==> src/rtl/irq_res_pkg.sv <==
package irq_res_pkg;
    // Default geometry shared by the resolver modules
    localparam int DEF_LINES     = 8;
    localparam int DEF_CASC_LINE = 2;
endpackage

==> src/rtl/rot_prio_search.sv <==
module rot_prio_search #(
    parameter int LINES = irq_res_pkg::DEF_LINES,
    localparam int IW   = $clog2(LINES)
) (
    input  logic [LINES-1:0] vec,
    input  logic [IW-1:0]    rot,
    output logic             found,
    output logic [IW-1:0]    rank
);
    // LINES must be a power of two so the index sum wraps naturally
    logic [IW-1:0] idx;

    always_comb begin
        found = 1'b0;
        rank  = '0;
        idx   = '0;
        // walk from least to most important so the lowest rank is kept
        for (int p = LINES - 1; p >= 0; p--) begin
            idx = IW'(p) + rot;
            if (vec[idx]) begin
                found = 1'b1;
                rank  = IW'(p);
            end
        end
    end
endmodule

==> src/rtl/prio_resolver.sv <==
module prio_resolver #(
    parameter int LINES     = irq_res_pkg::DEF_LINES,
    parameter int CASC_LINE = irq_res_pkg::DEF_CASC_LINE,
    parameter bit IS_MASTER = 1'b0,
    localparam int IW       = $clog2(LINES)
) (
    input  logic             clk,
    input  logic             rst_n,
    input  logic [LINES-1:0] req,
    input  logic [LINES-1:0] mask,
    input  logic [LINES-1:0] isr,
    input  logic             nest,
    input  logic             rot_load,
    input  logic [IW-1:0]    rot_val,
    input  logic             auto_rot,
    input  logic             ack,
    input  logic [IW-1:0]    ack_line,
    output logic             valid,
    output logic [IW-1:0]    line,
    output logic [IW-1:0]    rot
);
    localparam logic [LINES-1:0] ONE = {{(LINES-1){1'b0}}, 1'b1};

    typedef struct packed {
        logic          valid;
        logic [IW-1:0] line;
        logic [IW-1:0] rot;
    } res_t;

    res_t st_d, st_q;

    logic [LINES-1:0] cand;
    logic [LINES-1:0] isr_eff;
    logic [LINES-1:0] excl_bit;
    logic             r_found, i_found;
    logic [IW-1:0]    r_rank, i_rank;

    // only the primary may drop its cascade bit from the comparison
    if (IS_MASTER) begin : g_excl
        assign excl_bit = ONE << CASC_LINE;
    end else begin : g_noexcl
        assign excl_bit = '0;
    end

    assign cand    = req & ~mask;
    assign isr_eff = nest ? (isr & ~excl_bit) : isr;

    rot_prio_search #(.LINES(LINES)) u_req_search (
        .vec   (cand),
        .rot   (st_q.rot),
        .found (r_found),
        .rank  (r_rank)
    );

    rot_prio_search #(.LINES(LINES)) u_isr_search (
        .vec   (isr_eff),
        .rot   (st_q.rot),
        .found (i_found),
        .rank  (i_rank)
    );

    always_comb begin
        st_d       = st_q;
        st_d.valid = r_found && (!i_found || (r_rank < i_rank));
        st_d.line  = st_d.valid ? (r_rank + st_q.rot) : '0;
        if (rot_load) begin
            st_d.rot = rot_val;
        end else if (ack && auto_rot) begin
            st_d.rot = ack_line + 1'b1;
        end
    end

    always_ff @(posedge clk) begin
        if (!rst_n) begin
            st_q <= '0;
        end else begin
            st_q <= st_d;
        end
    end

    assign valid = st_q.valid;
    assign line  = st_q.line;
    assign rot   = st_q.rot;


    valid_src_chk: assert property (@(posedge clk) disable iff (!rst_n)
        st_q.valid |-> ((($past(cand) >> st_q.line) & ONE) != '0));


    empty_idle_chk: assert property (@(posedge clk) disable iff (!rst_n)
        (cand == '0) |=> !st_q.valid);


    rot_load_chk: assert property (@(posedge clk) disable iff (!rst_n)
        rot_load |=> (st_q.rot == $past(rot_val)));


    rot_auto_chk: assert property (@(posedge clk) disable iff (!rst_n)
        (ack && auto_rot && !rot_load) |=> (st_q.rot == IW'($past(ack_line) + 1'b1)));


    rot_hold_chk: assert property (@(posedge clk) disable iff (!rst_n)
        (!rot_load && !(ack && auto_rot)) |=> $stable(st_q.rot));
endmodule

==> src/rtl/irq_cascade_resolver.sv <==
module irq_cascade_resolver #(
    parameter int LINES     = irq_res_pkg::DEF_LINES,
    parameter int CASC_LINE = irq_res_pkg::DEF_CASC_LINE,
    localparam int IW       = $clog2(LINES)
) (
    input  logic             clk,
    input  logic             rst_n,
    input  logic [LINES-1:0] m_req,
    input  logic [LINES-1:0] m_mask,
    input  logic [LINES-1:0] m_isr,
    input  logic             m_nest,
    input  logic             m_rot_load,
    input  logic [IW-1:0]    m_rot_val,
    input  logic             m_auto_rot,
    input  logic             m_ack,
    input  logic [IW-1:0]    m_ack_line,
    input  logic [LINES-1:0] s_req,
    input  logic [LINES-1:0] s_mask,
    input  logic [LINES-1:0] s_isr,
    input  logic             s_rot_load,
    input  logic [IW-1:0]    s_rot_val,
    input  logic             s_auto_rot,
    input  logic             s_ack,
    input  logic [IW-1:0]    s_ack_line,
    output logic             cpu_irq,
    output logic [IW-1:0]    m_line,
    output logic             s_valid,
    output logic [IW-1:0]    s_line,
    output logic [IW-1:0]    m_rot,
    output logic [IW-1:0]    s_rot
);
    localparam logic [LINES-1:0] CASC_BIT = {{(LINES-1){1'b0}}, 1'b1} << CASC_LINE;

    typedef struct packed {
        logic casc;
        logic s_prev;
    } casc_t;

    casc_t cs_d, cs_q;

    logic [LINES-1:0] m_req_eff;
    logic             casc_ack;

    assign casc_ack  = m_ack && (m_ack_line == IW'(CASC_LINE));
    assign m_req_eff = (m_req & ~CASC_BIT) | (cs_q.casc ? CASC_BIT : '0);

    always_comb begin
        cs_d        = cs_q;
        cs_d.s_prev = s_valid;
        cs_d.casc   = (cs_q.casc && !casc_ack) || (s_valid && !cs_q.s_prev);
    end

    always_ff @(posedge clk) begin
        if (!rst_n) begin
            cs_q <= '0;
        end else begin
            cs_q <= cs_d;
        end
    end

    prio_resolver #(.LINES(LINES), .CASC_LINE(CASC_LINE), .IS_MASTER(1'b0)) u_slave (
        .clk      (clk),
        .rst_n    (rst_n),
        .req      (s_req),
        .mask     (s_mask),
        .isr      (s_isr),
        .nest     (m_nest),
        .rot_load (s_rot_load),
        .rot_val  (s_rot_val),
        .auto_rot (s_auto_rot),
        .ack      (s_ack),
        .ack_line (s_ack_line),
        .valid    (s_valid),
        .line     (s_line),
        .rot      (s_rot)
    );

    prio_resolver #(.LINES(LINES), .CASC_LINE(CASC_LINE), .IS_MASTER(1'b1)) u_master (
        .clk      (clk),
        .rst_n    (rst_n),
        .req      (m_req_eff),
        .mask     (m_mask),
        .isr      (m_isr),
        .nest     (m_nest),
        .rot_load (m_rot_load),
        .rot_val  (m_rot_val),
        .auto_rot (m_auto_rot),
        .ack      (m_ack),
        .ack_line (m_ack_line),
        .valid    (cpu_irq),
        .line     (m_line),
        .rot      (m_rot)
    );


    casc_set_chk: assert property (@(posedge clk) disable iff (!rst_n)
        $rose(s_valid) |=> m_req_eff[CASC_LINE]);


    casc_clear_chk: assert property (@(posedge clk) disable iff (!rst_n)
        (casc_ack && !$rose(s_valid)) |=> !m_req_eff[CASC_LINE]);
endmodule

==> config.mk <==
export PLATFORM = sky130hd
export DESIGN_NAME = irq_cascade_resolver
export DESIGN_NICKNAME = d
export VERILOG_FILES = /design/src/rtl/irq_res_pkg.sv /design/src/rtl/rot_prio_search.sv /design/src/rtl/prio_resolver.sv /design/src/rtl/irq_cascade_resolver.sv
export SDC_FILE = /design/constraint.sdc
export NUM_CORES = 1
export LEC_CHECK = 0
export ABC_AREA = 1
export CORE_ASPECT_RATIO = 0.9
export CORE_UTILIZATION = 45
export DETAILED_ROUTE_END_ITERATION = 8
export GPL_TIMING_DRIVEN = 0
export HOLD_SLACK_MARGIN = 0.06
export PLACE_DENSITY = 0.88
export SYNTH_ARGS = -nofsm -noshare
export SYNTH_HDL_FRONTEND = slang
export SYNTH_SLANG_ARGS = --single-unit
==> constraint.sdc <==
create_clock -name clk -period 2.9 [get_ports clk]
set_input_delay 0.435 -clock clk [delete_from_list [all_inputs] [get_ports clk]]
set_output_delay 0.435 -clock clk [all_outputs]
set_load 0.03 [all_outputs]
==> impl_metrics.yaml, run 1 <==
synthesis:
  yosys.cell_types.count: 37
  synthesis.nets: 598
  syn_avg_cell_area_um2: 5.66
  ys_seq_area_share_pct: 11.0
  synth_top_area_share_pct: 22.1
  synth_cells: 516
  yosys.area.top_type: "nand2_1"
  synth-seq-cells: 16
  synthTopCellsByArea: "nand2_1, nand3_1, dfxtp_1, inv_1, ha_1"
  syn-cell-area_um2: 2920
  synth_flop_cell: "dfxtp_1"
  yosys_warnings: 0
  synth_edf_count: 0
  async_flop_share_pct: 0
floorplanning:
  design.die.area_um2: 6820
  die_x_um: 86.9
  start_util_pct: 47.2
  die_h_um: 78.4
  core_area_um2: 6180
  rows: 27
  num_io_pins: 83
sta:
  period_share_pct: 95.8
  worst_pin_slew_ns: 0.467
  finalWorstSetupSlack_ns: 0.121
  timing.fmax_mhz: 360
  whs_ns: 0.413
  hold_viol_final: 0
  skew_ns: 0.00104
  max_slew_margin_pct: 68.6
  setup_viol: 0
  min_period_ns: 2.78
  final_max_slew_viol_count: 0
routing:
  first_pass_iters: 5
  ant_nets: 0
  wire_per_inst_um: 12.7
  vias: 3699
  viasPerCell: 5.30
  wl_um: 8880
  drc: 0
  first_iter_violations: 325
setup_path:
  crit_path_start_kind: "flop"
  cp_slowest_stage_delay_ns: 0.34
  crit_type: "flop to flop"
  worstPathRequired_ns: 3.08
  crit_fanout: 4
  arrival_ns: 2.96
  cp_cell_sequence: "buf_6 -> inv_1 -> buf_6 -> ha_4 -> buf_2 -> nand3_1 -> nand3_1 -> nand2_2 -> nor3_4 -> nor2_4 -> ha_1 -> inv_1 -> nand2_1 -> a221oi_2 -> nand2_2 -> nor2_1"
  cpMaxStageDelayCell: "dfxtp_2"
  end_kind: "flop"
cts:
  root_buffer: "clkbuf_8"
  numCtsBuffers: 3
  cts_tree: "built"
  clock_latency_ns: 0.24
  clock-sinks: 16
  cts.clk_slew.worst_paths_ns: 0.06
  cts_buffer_depth: 2
  ctsHtreeMaxLevel: 1
place:
  port_buffers: 81
  place_ws_ns: -0.264
  dp_hpwl_um: 6920
  finalWeightedCongestion: 0.926
  dp_cells: 684
global_route:
  overflow: 0
  grt_pass1_vias: 3393
  top_usage_layer: "met2"
  grtUsageMet2_pct: 45.2
  grt_pass1_wl_um: 14400
  antenna_found_initial: 0
  use_met3_pct: 2.52
  grt_usage_pct: 25.6
  grt_start_max_net_pins: 19
  use_met1_pct: 33.9
final_layout:
  final_common_cell: "nand2_1"
  drive_gt1_share_pct: 15.1
  num-fill-cells: 534
  area_delta_synth_final_pct: 41.1
  nNetsFinal: 695
  layout.cells.non_filler: 698
  n_antenna_cell: 0
  final_cell_mix: "nand2_1, nand3_1, clkdlybuf4s50_1"
power_and_ir_drop:
  p_leak_nw: 2.09
  seqPwrFrac_pct: 16.3
  ir_worst_vdd_uv: 362
  switching_power_uw: 859
  p_per_area_nw_per_um2: 422
  switching_share_pct: 49.4
  p_comb_share_pct: 74.5
  power.share.clock_pct: 9.2
  intPower_uw: 881
min_path:
  hold_path.class: "flop to flop"
run:
  drv_cap: 0
status:
  run_status: "complete, no violations"
-- layer usage --
layer,share of wire [%],vias to the layer above
li1,-,1869
met1,44,1650
met2,48,161
met3,7.0,19
met4,1.2,0
met5,0,-
-- metrics by stage --
step	util, %	setup TNS, ns	total power, mW	instance area [um2]
floorplan	-	0	1.11	2930
global placement	62.2	-0.814	1.41	3840
detailed placement	62.2	-1.42	1.44	3840
CTS	64.6	0	1.65	3990
global route	66.7	-0.344	1.90	4120
finish	66.7	0	1.74	4120
-- worst max-delay path: cells and delay by family (launching register included) --
family                     cells  cell delay (ns)
and+or+nand+nor                8             1.05
adders and majority gates      2             0.55
buffers and inverters          5             0.51
DFF                            1             0.34
AOI/OAI and AO/OA              1             0.27
-- worst paths after layout --
| path | from | to | slack (ns) | cells past startpoint |
|---|---|---|---|---|
| max | u_slave.rot[1] | u_slave.line[1] | 0.12 | 16 |
| min | cs_q[0] | cs_q[1] | 0.41 | 1 |
| max reg2reg | u_slave.rot[1] | u_slave.line[1] | 0.12 | 16 |
| min reg2reg | cs_q[0] | cs_q[1] | 0.41 | 1 |
-- flip-flops by register name, summed over array words and instances (netlist names) --
name            count
u_slave.valid       1
u_slave.line        3
cs_q                2
u_master.valid      1
u_master.line       3
u_master.rot        3
u_slave.rot         3
-- cell families (layout without fill, tap and decap cells) --
kind of cell | after synthesis | count (layout) | share of synthesized area (%)
simple gates | 348 | 348 | 55.1
buf+inv | 93 | 188 | 14.9
compound gates | 31 | 31 | 7.11
flops | 16 | 16 | 11.0
xor+xnor | 15 | 15 | 6.43
fa+ha+maj | 13 | 13 | 5.57
-- synthesized netlist by cell type, types with 3 or more instances --
| cell | number |
|---|---|
| nand2_1 | 172 |
| nand3_1 | 127 |
| inv_1 | 69 |
| nor2_1 | 19 |
| dfxtp_1 | 16 |
| ha_1 | 13 |
| nand3_2 | 11 |
| buf_6 | 8 |
| xor2_1 | 7 |
| a211oi_1 | 6 |
| inv_2 | 6 |
| o21ai_1 | 6 |
| buf_4 | 5 |
| nor3_1 | 5 |
| a21oi_1 | 4 |
| a31oi_1 | 3 |
| nand2_2 | 3 |
| o21ai_0 | 3 |
| o21bai_1 | 3 |
| xnor2_2 | 3 |
-- layout make-up --
| type | count | area [um2] | area share [%] |
|---|---|---|---|
| flip-flops and latches | 16 | 330 | 8.01 |
| repair buffers | 94 | 906 | 22.0 |
| multi-input cells | 407 | 2280 | 55.3 |
| inverters | 79 | 319 | 7.74 |
| clock buffers | 3 | 41.3 | 1.00 |
| plain buffers | 12 | 139 | 3.37 |
| well taps | 87 | 109 | 2.64 |
-- power groups by stage --
stage               registers [mW]  clock network [mW]  logic (mW)
floorplan                    0.355                   0       0.757
global placement             0.289                   0        1.12
detailed placement           0.288                   0        1.15
CTS                          0.283               0.162        1.20
global route                 0.289               0.174        1.43
finish                       0.284               0.159        1.30
-- repair_timing --
| item | in CTS | in global routing |
|---|---|---|
| pin swaps | 4 | 14 |
| buffers inserted | 7 | 5 |
| endpoints found under the hold margin | 0 | 0 |
| gates resized for setup | 17 | 24 |
| hold buffers | 0 | 0 |
| endpoints found under the setup margin | 8 | 8 |
| gates cloned | 0 | 1 |
(Power assumes the default switching activity.)
==> run 2: changes to the inputs <==
--- a/config.mk
+++ b/config.mk
@@ -8,10 +8,12 @@
 export ABC_AREA = 1
 export CORE_ASPECT_RATIO = 0.9
 export CORE_UTILIZATION = 45
+export CTS_CLUSTER_SIZE = 40
 export DETAILED_ROUTE_END_ITERATION = 8
 export GPL_TIMING_DRIVEN = 0
 export HOLD_SLACK_MARGIN = 0.06
 export PLACE_DENSITY = 0.88
+export SLEW_MARGIN = 25
 export SYNTH_ARGS = -nofsm -noshare
 export SYNTH_HDL_FRONTEND = slang
 export SYNTH_SLANG_ARGS = --single-unit
==> results of run 2 <==
The final DEF is identical to that of run 1; final timing and power are the same.
==> run 3: changes to the inputs <==
--- a/config.mk
+++ b/config.mk
@@ -6,6 +6,7 @@
 export NUM_CORES = 1
 export LEC_CHECK = 0
 export ABC_AREA = 1
+export CAP_MARGIN = 20
 export CORE_ASPECT_RATIO = 0.9
 export CORE_UTILIZATION = 45
 export CTS_CLUSTER_SIZE = 40
==> results of run 3 <==
The final DEF is identical to that of run 1; final timing and power are the same.
